[src/rtl/swd_pkg.sv]
package swd_pkg;
  localparam int SWD_A_W   = 5;
  localparam int SWD_B_W   = 13;
  localparam int SWD_B_MIN = 3;

  typedef enum logic {MOD_LO, MOD_HI} mod_e;
endpackage

[src/rtl/swd_cfg_hold.sv]
module swd_cfg_hold
  import swd_pkg::*;
#(
  parameter int A_W   = SWD_A_W,
  parameter int B_W   = SWD_B_W,
  parameter int B_MIN = SWD_B_MIN,
  parameter int DEF_A = 0,
  parameter int DEF_B = 4
) (
  input  logic           clk,
  input  logic           rst,
  input  logic [A_W-1:0] a_in,
  input  logic [B_W-1:0] b_in,
  output logic [A_W-1:0] held_a,
  output logic [B_W-1:0] held_b,
  output logic [A_W-1:0] seed_a,
  output logic [B_W-1:0] seed_b,
  output logic           err_o
);
  localparam logic [B_W-1:0] B_MIN_V = B_W'(B_MIN);
  localparam logic [A_W-1:0] DEF_A_V = A_W'(DEF_A);
  localparam logic [B_W-1:0] DEF_B_V = B_W'(DEF_B);

  logic pair_ok;

  // A pair is usable when B reaches the floor and A does not exceed B.
  always_comb begin
    pair_ok = (b_in >= B_MIN_V) && ({{(B_W-A_W){1'b0}}, a_in} <= b_in);
    seed_a  = pair_ok ? a_in : DEF_A_V;
    seed_b  = pair_ok ? b_in : DEF_B_V;
  end

  always_ff @(posedge clk) begin
    if (rst) begin
      held_a <= seed_a;
      held_b <= seed_b;
    end else if (pair_ok) begin
      held_a <= a_in;
      held_b <= b_in;
    end
    err_o <= ~pair_ok;
  end

  // The pending pair must always be legal.
  p_held_legal_r4: assert property (@(posedge clk) disable iff (rst)
    (held_b >= B_MIN_V) && ({{(B_W-A_W){1'b0}}, held_a} <= held_b));

  // A flagged pair leaves the pending setting untouched.
  p_flag_freezes_r5: assert property (@(posedge clk) disable iff (rst)
    (err_o && !$past(rst)) |-> (held_a == $past(held_a) && held_b == $past(held_b)));
endmodule

[src/rtl/swd_prescaler.sv]
module swd_prescaler
  import swd_pkg::*;
#(
  parameter int A_W = SWD_A_W
) (
  input  logic clk,
  input  logic rst,
  input  logic swallow,
  output logic pre_tc
);
  localparam int PC_W = A_W + 1;
  localparam logic [PC_W-1:0] LAST_LO = PC_W'((1 << A_W) - 1);
  localparam logic [PC_W-1:0] LAST_HI = PC_W'(1 << A_W);

  mod_e            mod_sel;
  logic [PC_W-1:0] pc;

  always_comb begin
    mod_sel = swallow ? MOD_HI : MOD_LO;
    pre_tc  = (mod_sel == MOD_HI) ? (pc == LAST_HI) : (pc == LAST_LO);
  end

  always_ff @(posedge clk) begin
    if (rst || pre_tc) pc <= '0;
    else               pc <= pc + 1'b1;
  end

  // The extra state is reached only while swallowing.
  p_no_extra_state_r2: assert property (@(posedge clk) disable iff (rst)
    !swallow |-> (pc != LAST_HI));

  p_pc_bound_r2: assert property (@(posedge clk) disable iff (rst)
    pc <= LAST_HI);
endmodule

[src/rtl/swd_count_pair.sv]
module swd_count_pair
  import swd_pkg::*;
#(
  parameter int A_W = SWD_A_W,
  parameter int B_W = SWD_B_W
) (
  input  logic           clk,
  input  logic           rst,
  input  logic [A_W-1:0] seed_a,
  input  logic [B_W-1:0] seed_b,
  input  logic [A_W-1:0] held_a,
  input  logic [B_W-1:0] held_b,
  input  logic           pre_tc,
  output logic           swallow,
  output logic           pulse_o
);
  logic [A_W-1:0] a_rem;
  logic [B_W-1:0] b_rem;
  logic           period_end;

  always_comb begin
    swallow    = (a_rem != '0);
    period_end = pre_tc && (b_rem == B_W'(1));
  end

  always_ff @(posedge clk) begin
    if (rst) begin
      a_rem   <= seed_a;
      b_rem   <= seed_b;
      pulse_o <= 1'b0;
    end else begin
      pulse_o <= period_end;
      if (period_end) begin
        a_rem <= held_a;
        b_rem <= held_b;
      end else if (pre_tc) begin
        b_rem <= b_rem - 1'b1;
        if (swallow) a_rem <= a_rem - 1'b1;
      end
    end
  end

  // Swallowing always finishes within the program count.
  p_a_within_b_r2: assert property (@(posedge clk) disable iff (rst)
    {{(B_W-A_W){1'b0}}, a_rem} <= b_rem);

  p_b_alive_r1: assert property (@(posedge clk) disable iff (rst)
    b_rem != '0);

  p_single_pulse_r1: assert property (@(posedge clk) disable iff (rst)
    pulse_o |=> !pulse_o);
endmodule

[src/rtl/swallow_fb_divider.sv]
module swallow_fb_divider
  import swd_pkg::*;
#(
  parameter int A_W   = SWD_A_W,
  parameter int B_W   = SWD_B_W,
  parameter int B_MIN = SWD_B_MIN,
  parameter int DEF_A = 0,
  parameter int DEF_B = 4
) (
  input  logic           clk,
  input  logic           rst,
  input  logic [A_W-1:0] swal_a_i,
  input  logic [B_W-1:0] prog_b_i,
  output logic           div_pulse_o,
  output logic           cfg_err_o
);
  logic [A_W-1:0] held_a, seed_a;
  logic [B_W-1:0] held_b, seed_b;
  logic           swallow, pre_tc;

  swd_cfg_hold #(
    .A_W(A_W), .B_W(B_W), .B_MIN(B_MIN), .DEF_A(DEF_A), .DEF_B(DEF_B)
  ) u_cfg (
    .clk(clk), .rst(rst), .a_in(swal_a_i), .b_in(prog_b_i),
    .held_a(held_a), .held_b(held_b), .seed_a(seed_a), .seed_b(seed_b),
    .err_o(cfg_err_o)
  );

  swd_prescaler #(.A_W(A_W)) u_pre (
    .clk(clk), .rst(rst), .swallow(swallow), .pre_tc(pre_tc)
  );

  swd_count_pair #(.A_W(A_W), .B_W(B_W)) u_cnt (
    .clk(clk), .rst(rst), .seed_a(seed_a), .seed_b(seed_b),
    .held_a(held_a), .held_b(held_b), .pre_tc(pre_tc),
    .swallow(swallow), .pulse_o(div_pulse_o)
  );
endmodule

[config.mk]
export PLATFORM = sky130hd
export DESIGN_NAME = swallow_fb_divider
export DESIGN_NICKNAME = d
export VERILOG_FILES = /design/src/rtl/swd_pkg.sv /design/src/rtl/swd_cfg_hold.sv /design/src/rtl/swd_prescaler.sv /design/src/rtl/swd_count_pair.sv /design/src/rtl/swallow_fb_divider.sv
export SDC_FILE = /design/constraint.sdc
export NUM_CORES = 1
export LEC_CHECK = 0
export ABC_AREA = 0
export CORE_MARGIN = 10
export CORE_UTILIZATION = 63
export DETAILED_ROUTE_END_ITERATION = 12
export GPL_ROUTABILITY_DRIVEN = 0
export PLACE_DENSITY_LB_ADDON = 0.08
export SETUP_SLACK_MARGIN = 0.1
export SLEW_MARGIN = 10
export SYNTH_ARGS = -nofsm -noshare
export SYNTH_HDL_FRONTEND = slang
export SYNTH_HIERARCHICAL = 1
export SYNTH_SLANG_ARGS = --single-unit
[constraint.sdc]
create_clock -name clk -period 8.6 [get_ports clk]
set_input_delay 1.72 -clock clk [delete_from_list [all_inputs] [get_ports clk]]
set_output_delay 1.72 -clock clk [all_outputs]
set_load 0.01 [all_outputs]
======== Word level (Yosys, flattened, before mapping) ========
Index checks and enable logic that the tools add are counted.
word-level totals
  register bits after elaboration ......... 44
  output and inout bits ................... 2
operators by class
  add/sub/neg operators ................... 3
  magnitude comparators ................... 2
  equality and inequality tests ........... 3
  muxes and demuxes ....................... 15
  bitwise gates (word level) .............. 1
  reduce and logical (&&, ||, !) cells .... 8
operator list
  kind                   number
  $mux 13                6
  $mux 5                 7
  $eq 13x1->1 const B    1
  $ge 13x2->1 const B    1
  $le 5x13->1            1
  $sub 13x1->13 const B  1
  $add 6x1->6 const B    1
  $eq 6x5->1 const B     1
  $eq 6x6->1 const B     1
  $reduce_bool 3->1      2
  $reduce_bool 5->1      1
  $sub 5x1->5 const B    1
  $logic_and 1x1->1      2
  $mux 1                 2
  $reduce_and 2->1       1
  $reduce_bool 2->1      1
  $logic_or 1x1->1       1
  $not 1->1              1

======== Depth between registers and ports, before layout ========
Gate-level depths: netlist of the first run.
  depth after elaboration ................. 6
  gate-level depth with buffers ........... 14

======== By module ========
Netlist of the first run, hierarchy kept.
modules (own cells, without submodules)
  module          instances  cells an instance  area an instance (um2)  sequential area each (um2)
  swd_count_pair  1          151                1431.4                  560.5
  swd_cfg_hold    1          85                 1001.0                  560.5
  swd_prescaler   1          30                 300.3                   120.1

======== Least setup slack after synthesis of the first run ========
No wires, ideal clock.
  path type ............................... input port to flip-flop
  start point ............................. input prog_b_i[3]
  end point ............................... register u_cfg.held_a[0] (enable)
  library setup time ...................... 0.397 ns
  arrival ................................. 3.582 ns
  data required time ...................... 8.203 ns
  path slack .............................. 4.621 ns
  cell stages on the path ................. 7
  path buffers ............................ 1
  cell sequence ........................... inv_1 -> ha_1 -> a21o_1 -> a21oi_1 -> a211oi_2 -> buf_4 -> o21bai_1
between the ends
  word-level cells in the longest chain between the ends .. 3
ends and longest elaborated chain
  what                                        line                      source
  start: declaration                          swallow_fb_divider.sv:13  input logic [B_W-1:0] prog_b_i,
  $ge 13x2->1 or $le 5x13->1 (tied branches)  swd_cfg_hold.sv:28        pair_ok = (b_in >= B_MIN_V) && ({{(B_W-A_W){1'b0}}, a_in} <= b_in);
  $logic_and 1x1->1 (*)                       swd_cfg_hold.sv:28
  $reduce_bool 2->1 (no source line) (*)      --
  end signal: assignment                      swd_cfg_hold.sv:38        held_a <= a_in;
  end: declaration                            swd_cfg_hold.sv:14        output logic [A_W-1:0] held_a,
Every way passes the cells marked *; elsewhere a longest branch is shown, timed or not.
A chain may end at the register's enable or synchronous reset.

======== Worst setup path in the final report of the first run ========
  start point ............................. input prog_b_i[3]
  end point ............................... register u_cfg.held_b[8] (enable)
between the ends
  word-level cells in the longest chain between the ends .. 3
ends and longest elaborated chain
  what                                        line                source
  $ge 13x2->1 or $le 5x13->1 (tied branches)  swd_cfg_hold.sv:28
  $logic_and 1x1->1 (*)                       swd_cfg_hold.sv:28
  $reduce_bool 2->1 (no source line) (*)      --
  end signal: assignment                      swd_cfg_hold.sv:39  held_b <= b_in;
  end: declaration                            swd_cfg_hold.sv:15  output logic [B_W-1:0] held_b,
Marks and branches as above.

==> summary.md, run 1 <==
| Metric | Value |
|---|---|
| Clock tree buffer depth | `2` |
| Cell count after synthesis | `266` |
| FF/Latch Area | `1240 um^2` |
| CTS Buf Count | `5` |
| Area contributors post-synth | `edfxtp_1 (40%), dfxtp_1 (5.9%), ha_1 (4.1%)` |
| Number of synthesized flops with an enable pin | `36` |
| Sw Share | `25.3%` |
| Reg2Reg Depth | `11` |
| Port bufs | `21` |
| Crit Reg-Reg Startpoint | `u_cnt/a_rem[0]$_DFFE_PP_` |
| Synthesized area | `2730 um^2` |
| WHS Path Cells | `2` |
| FMAX | `252 MHz` |
| Largest area contributor in the netlist | `edfxtp_1` |
| Slew Viols, Final | `0` |
| P_leak | `approximately 1.1 nW` |
| Yosys top cell area share | `39.6%` |
| Worst path slowest cell | `a211oi_2` |
| P&R area growth vs syn | `8.24%` |
| Resized cells post-CTS | `0` |
| Mean post-synth cell area | `10.3 um^2` |
| Fillers | `between 300 and 400` |
| WP data required | `8.64 ns` |
| RSZ-0062 raised after global routing | `no` |
| Critical Path Fanout Max | `18` |
| Aggregate global routing overflow | `0` |
| CP peak stage delay | `0.60 ns` |
| Clk sinks | `44` |
| First-pass GRT wire length | `8610 um` |
| Clk slew on worst S/H paths | `0.08 ns` |
| Slew headroom | `55.6%` |
| Ys async rst share | `0%` |
| Total routed wirelength | `5080 um` |
| Initial antenna violation count | `0` |
| Top Family by Delay on Critical Path | `buffers and inverters` |
| DR WL/cell | `16.0 um` |
| Layout cell share with drive strength beyond 1 | `between 10% and 20%` |
| Post-CTS Repair Setup Buffers | `0` |
| Final Hold Fails | `0` |
| CP cell instances | `clkdlybuf4s50_1 -> inv_1 -> ha_1 -> and3_1 -> and3_1 -> a211oi_2 -> o21bai_1 -> buf_4` |
| WHS Endpoint | `u_pre/pc[5]$_SDFF_PP0_` |
| Max cap viols | `0` |
| Hold Crit Class | `reg2reg` |
| Peak VDD IR | `0.0960 mV` |
| # IOs | `22` |
| R2R setup slack | `5.19 ns` |
| Final Skew | `around 0.0082 ns` |
| Vias | `1907` |
| Critical Path Sink Type | `flop` |
| Placed insts | `310` |
| Tcrit/Tclk final | `a little under half` |
| Vias per cell | `between 5 and 6` |
| Standard-cell rows | `23` |
| Die H | `85.9 um` |
| Most used flip-flop cell after synthesis | `edfxtp_1` |
| P_sw | `about 0.11 mW` |
| First DRT Iteration DRCs | `108` |
| Ant diodes | `0` |
| Reg-to-reg endpoint | `u_cnt/a_rem[4]$_DFFE_PP_` |
| Worst-margin pin slew | `0.664 ns` |
| CTS tree | `yes` |
| Largest net degree at the start of global routing | `43` |
| Vias in the first global route | `approximately 1900` |
| Multi-input logic area | `1280 um^2` |
| Synthesized flop and latch total | `44` |
| Hold_buf cts | `0` |
| DP Wirelength | `3710 um` |
| Initial core utilization | `66.9%` |
| Drt first pass iters | `4` |
| Pint | `0.333 mW` |
| Core Area | `4090 um^2` |
| Leading post-synthesis cells by instance count | `edfxtp_1 (36), clkbuf_1 (23), nor3_1 (20), inv_1 (15), nand2_1 (15)` |
| PwrDens | `151 nW/um^2` |
| Net Count, Synth | `295` |
| Die area | `7370 um^2` |
| Crit path time final | `3.97 ns` |
| Combinational fraction of design power | `14.3%` |
| Non-filler instance count after layout | `318` |
| Flop pwr share | `57.4%` |
| Antenna viol nets, final | `0` |
| Status | `completed` |
| Most frequent cell after synthesis | `edfxtp_1` |
| CP bufs+invs | `3` |
| Clock power share | `28.3%` |
| Hold Startpoint | `u_pre/pc[4]$_SDFF_PP0_` |
| Crit-path most repeated cell | `and3_1` |
| Clock Latency Late Sink | `about 0.3 ns` |
| Gr usage total | `14.1%` |
| Setup TNS | `0 ns` |
| Warnings, synthesis | `6` |
| Fin nets | `296` |
| Sequential area share after synthesis | `45.4%` |
| Worst Setup Start Kind | `input pin` |
| Setup CP Type | `in2reg` |
| Synth cell types | `58` |
| Endpoints failing setup | `0` |
| Drt drc | `0` |
| H-tree depth | `2` |
| Critical path arrival | `between 4 and 5 ns` |
| CTS root buf | `clkbuf_8` |
| Overall die width | `85.9 um` |
how the worst max path moves through the flow:
| stage | cells past startpoint | slack, ns | startpoint | end |
|---|---|---|---|---|
| after floorplan | 7 | 4.62 | prog_b_i[3] | u_cfg/held_a[0]$_DFFE_PP_ |
| after global placement | 8 | 4.42 | prog_b_i[3] | u_cfg/held_b[7]$_DFFE_PP_ |
| after detailed placement | 8 | 4.34 | prog_b_i[3] | u_cfg/held_b[8]$_DFFE_PP_ |
| after CTS | 8 | 4.65 | prog_b_i[3] | u_cfg/held_b[8]$_DFFE_PP_ |
| after global routing | 8 | 4.51 | prog_b_i[3] | u_cfg/held_b[8]$_DFFE_PP_ |
| final | 8 | 4.63 | prog_b_i[3] | u_cfg/held_b[8]$_DFFE_PP_ |
state kept, by name (all words and copies together) (netlist names):
name and count:
u_cnt/pulse_o 1, u_cfg/held_b 13, u_cnt/a_rem 5, u_cnt/b_rem 13, u_pre/pc 6, u_cfg/err_o 1, u_cfg/held_a 5
area by class of cell:
| cell class | count | share of cell area [%] |
|---|---|---|
| clock inverters | 3 | 0.635 |
| repair buffers | 23 | 7.61 |
| inverters | 15 | 1.90 |
| well taps | 50 | 2.12 |
| flip-flops and latches | 44 | 42.0 |
| multi-input cells | 178 | 43.4 |
| clock buffers | 5 | 2.33 |
tightest hold or removal path, cell delays in order, from the launching register on:
cell and delay [ns]:
dfxtp_1 0.36, nand4_1 0.10, a21oi_1 0.05
through the flow:
| step | area, um^2 | worst slack (ns) | power [mW] | util, % | hold slack [ns] |
|---|---|---|---|---|---|
| after floorplan | 2730 | 4.62 | 0.304 | - | 0.505 |
| after global placement | 2870 | 4.42 | 0.321 | 70.2 | 0.530 |
| after detailed placement | 2870 | 4.34 | 0.323 | 70.2 | 0.552 |
| after CTS | 2960 | 4.65 | 0.449 | 72.4 | 0.563 |
| after global routing | 2960 | 4.51 | 0.468 | 72.4 | 0.599 |
| final | 2960 | 4.63 | 0.445 | 72.4 | 0.564 |
layer usage:
layer  global-route usage, %  share of wire [%]
met5                       0                  0
met4                    5.24               0.79
met3                    3.60                4.5
met2                    22.0                 46
met1                    18.2                 48
cell usage in the layout, fill, tap and decap left out, types with 3 or more instances in the layout:
| master | count |
|---|---|
| nor4_1 | 4 |
| clkbuf_8 | 5 |
| clkdlybuf4s50_1 | 21 |
| dfxtp_1 | 8 |
| nor2_1 | 14 |
| nor3_1 | 20 |
| o21ai_0 | 9 |
| a21o_1 | 3 |
| nand2_1 | 15 |
| nand3_1 | 4 |
| xor2_1 | 6 |
| a21oi_1 | 7 |
| nor3b_1 | 9 |
| nor4_4 | 3 |
| a21boi_0 | 4 |
| o21ai_1 | 3 |
| o31ai_1 | 6 |
| ha_1 | 9 |
| mux2i_1 | 9 |
| and3_1 | 4 |
| edfxtp_1 | 36 |
| nand4_1 | 3 |
| o31a_1 | 3 |
| inv_1 | 15 |
kinds of logic after synthesis:
group	Yosys count	synth area share (%)
DFF	44	45.4
muxes	9	3.30
and+or+nand+nor	101	23.0
AOI/OAI and AO/OA	51	14.1
buffers and inverters	44	7.55
adders and majority gates	9	4.12
xor gates and xnor gates	8	2.56
power groups by stage:
stage          sequential [mW]  combinational, mW  clock, mW
5_1_grt                  0.257             0.0715      0.139
6_report                 0.255             0.0637      0.126
4_1_cts                  0.255             0.0636      0.130
2_1_floorplan            0.257             0.0474          0
3_5_place_dp             0.260             0.0631          0
3_3_place_gp             0.259             0.0621          0
No activity file was read; power rests on OpenSTA's default activity.
==> run 2, diff against run 1 <==
--- a/config.mk
+++ b/config.mk
@@ -7,7 +7,7 @@
 export LEC_CHECK = 0
 export ABC_AREA = 0
 export CORE_MARGIN = 10
-export CORE_UTILIZATION = 63
+export CORE_UTILIZATION = 58
 export DETAILED_ROUTE_END_ITERATION = 12
 export GPL_ROUTABILITY_DRIVEN = 0
 export PLACE_DENSITY_LB_ADDON = 0.08
==> constraint.sdc (replaced) <==
create_clock -name clk -period 4 [get_ports clk]
set_input_delay 0.8 -clock clk [delete_from_list [all_inputs] [get_ports clk]]
set_output_delay 0.8 -clock clk [all_outputs]
set_load 0.01 [all_outputs]
==> run 2 against run 1 <==
Net effect: worst setup slack worse by 3.9 ns; core utilization down 5.7 points; highest routed layer unchanged; largest cell class unchanged; critical endpoint is now u_cnt/a_rem[4]$_DFFE_PP_; global-route usage down 0.36 points.
==> summary.md, run 2 (synthesized netlist as in run 1, its figures left out) <==
| Metric | Value |
|---|---|
| Setup TNS | `0 ns (unchanged)` |
| DP Wirelength | `3810 um (was 3710 um)` |
| Layout cell share with drive strength beyond 1 | `13.1% (was 12.7%)` |
| Post-route setup slack | `0.682 ns (was 4.63 ns)` |
| Overall die width | `88.6 um (was 85.9 um)` |
| Hold Startpoint | `u_pre/pc[4]$_SDFF_PP0_ (unchanged)` |
| Total routed wirelength | `5050 um (was 5080 um)` |
| # IOs | `22 (unchanged)` |
| DR WL/cell | `15.8 um (was 16.0 um)` |
| P&R area growth vs syn | `8.38% (was 8.24%)` |
| Setup CP Type | `reg2reg (was in2reg)` |
| Vias in the first global route | `1840 (was 1865)` |
| Critical Path Sink Type | `flop (unchanged)` |
| Final Instance Area | `2960 um^2 (about the same)` |
| Clk slew on worst S/H paths | `0.08 ns (about the same)` |
| WHS Path Cells | `2 (unchanged)` |
| Hold Crit Class | `reg2reg (unchanged)` |
| Drt first pass iters | `4 (unchanged)` |
| Critical path arrival | `3.34 ns (was 4.01 ns)` |
| Slew Viols, Final | `0 (unchanged)` |
| Fin nets | `297 (was 296)` |
| Core Area | `4440 um^2 (was 4090 um^2)` |
| P_leak | `1.15 nW (was 1.14 nW)` |
| Die H | `88.6 um (was 85.9 um)` |
| CP cell instances | `inv_1 -> ha_1 -> nor3b_1 -> nand2b_1 -> or4b_4 -> nor4_1 -> or2_2 -> nand3b_1 -> or4_4 -> mux2i_1 -> o21ai_0 (was clkdlybuf4s50_1 -> inv_1 -> ha_1 -> and3_1 -> and3_1 -> a211oi_2 -> o21bai_1 -> buf_4)` |
| Commonest non-fill, non-tap cell in the layout | `edfxtp_1 (unchanged)` |
| Die area | `7860 um^2 (was 7370 um^2)` |
| WP data required | `4.03 ns (was 8.64 ns)` |
| Non-filler instance count after layout | `320 (was 318)` |
| Crit path time final | `3.32 ns` |
| First DRT Iteration DRCs | `141 (was 108)` |
| FMAX | `301 MHz` |
| Resized cells post-CTS | `0 (unchanged)` |
| Aggregate global routing overflow | `0 (unchanged)` |
| Tcrit/Tclk final | `82.9%` |
| Clock Latency Late Sink | `0.29 ns (was 0.30 ns)` |
| Endpoints failing setup | `0 (unchanged)` |
| Antenna viol nets, final | `0 (unchanged)` |
| Status | `completed (unchanged)` |
| CTS tree | `yes (unchanged)` |
| DP Area | `2880 um^2 (was 2870 um^2)` |
| Reg2Reg Depth | `11 (unchanged)` |
| Port bufs | `21 (unchanged)` |
| Ant diodes | `0 (unchanged)` |
| FF/Latch Area | `1240 um^2 (unchanged)` |
| WHS Endpoint | `u_pre/pc[5]$_SDFF_PP0_ (unchanged)` |
| Largest net degree at the start of global routing | `37 (was 43)` |
| Final Hold Fails | `0 (unchanged)` |
| Slew headroom | `49.2% (was 55.6%)` |
| Multi-input logic area | `1280 um^2 (unchanged)` |
| Standard-cell rows | `24 (was 23)` |
| Fillers | `373 (was 308)` |
| RSZ-0062 raised after global routing | `no (unchanged)` |
| DP Worst Slack | `0.608 ns (was 4.34 ns)` |
| Initial core utilization | `61.5% (was 66.9%)` |
| Reg-to-reg endpoint | `u_cnt/a_rem[4]$_DFFE_PP_ (unchanged)` |
| Peak VDD IR | `0.182 mV (was 0.0960 mV)` |
| Gr usage total | `13.7% (was 14.1%)` |
| Largest regs | `u_cfg/held_b: 13 flops, u_cnt/b_rem: 13 flops, u_pre/pc: 6 flops (unchanged)` |
| PwrDens | `320 nW/um^2 (was 151 nW/um^2)` |
| Worst path slowest cell | `or4_4 (was a211oi_2)` |
| Vias per cell | `5.79 (was 6.00)` |
| Placed insts | `313 (was 310)` |
| Final Skew | `0.00392 ns (was 0.00821 ns)` |
| Most frequent cells in the layout | `edfxtp_1 (36), clkdlybuf4s50_1 (21), nor3_1 (20) (unchanged)` |
| Initial antenna violation count | `0 (unchanged)` |
| Worst-margin pin slew | `0.761 ns (was 0.664 ns)` |
| R2R setup slack | `0.68 ns (was 5.19 ns)` |
| Worst Setup Start Kind | `flop (was input pin)` |
| CP peak stage delay | `0.75 ns (was 0.60 ns)` |
| Post-CTS Repair Setup Buffers | `0 (unchanged)` |
| Hold_buf cts | `0 (unchanged)` |
| Clock tree buffer depth | `2 (unchanged)` |
| Critical Path Fanout Max | `18 (unchanged)` |
| First-pass GRT wire length | `8560 um (was 8610 um)` |
| Drt drc | `0 (unchanged)` |
| Max cap viols | `0 (unchanged)` |
| CTS Buf Count | `5 (unchanged)` |
| Crit Reg-Reg Startpoint | `u_cnt/a_rem[0]$_DFFE_PP_ (unchanged)` |
| Clk sinks | `44 (unchanged)` |
| Vias | `1853 (was 1907)` |
| CTS root buf | `clkbuf_8 (unchanged)` |
| H-tree depth | `2 (unchanged)` |
-- run 2: power breakdown --
part | internal [mW] | switching (mW) | leakage (nW) | total [mW]
logic | 0.0675 | 0.0682 | 0.674 | 0.136
clock network | 0.118 | 0.146 | 0.0400 | 0.264
registers | 0.527 | 0.0223 | 0.434 | 0.549
total | 0.712 | 0.236 | 1.15 | 0.949
-- run 2: worst max-delay path, delay by kind of cell (launching register included) --
kind / cells / cell delay, ns
muxes: 1 / 0.21
adders and majority gates: 1 / 0.22
DFF: 1 / 0.35
and+or+nand+nor: 7 / 2.10
buffers and inverters: 1 / 0.06
AOI/OAI and AO/OA: 1 / 0.10
-- run 2: worst max-delay path by stage --
| stage | startpoint | to | slack, ns | cells after the start |
|---|---|---|---|---|
| 4_1_cts | u_cnt/a_rem[0]$_DFFE_PP_ | u_cnt/a_rem[4]$_DFFE_PP_ | 0.69 | 11 |
| 2_1_floorplan | u_cnt/a_rem[0]$_DFFE_PP_ | u_cnt/b_rem[1]$_DFFE_PP_ | 0.90 | 13 |
| 5_1_grt | u_cnt/a_rem[0]$_DFFE_PP_ | u_cnt/a_rem[4]$_DFFE_PP_ | 0.41 | 11 |
| 3_5_place_dp | prog_b_i[3] | u_cfg/held_b[8]$_DFFE_PP_ | 0.61 | 8 |
| 3_3_place_gp | prog_b_i[3] | u_cfg/held_b[9]$_DFFE_PP_ | 0.61 | 8 |
| 6_report | u_cnt/a_rem[0]$_DFFE_PP_ | u_cnt/a_rem[4]$_DFFE_PP_ | 0.68 | 11 |
-- run 2: through the flow --
| stage | hold slack (ns) | total power [mW] | utilization, % |
|---|---|---|---|
| global route | 0.618 | 0.996 | 66.6 |
| detailed placement | 0.553 | 0.695 | 64.8 |
| finish | 0.570 | 0.949 | 66.6 |
| global placement | 0.556 | 0.692 | 64.8 |
| CTS | 0.564 | 0.959 | 66.6 |
| floorplan | 0.505 | 0.654 | - |
-- run 2: layout make-up --
class	count	area share [%]
sequential	44	41.9
inverter	15	1.90
timing repair buffer	24	7.86
multi-input combinational	178	43.4
clock buffer	5	2.32
clock inverter	2	0.422
tap	52	2.20
-- run 2: per-layer routing --
metal / global-route usage [%] / share of wire, % / vias up
li1: - / - / 974
met1: 18.2 / 50 / 840
met2: 21.1 / 45 / 33
met3: 3.49 / 3.3 / 6
met4: 4.99 / 1.4 / 0
met5: 0 / 0 / -
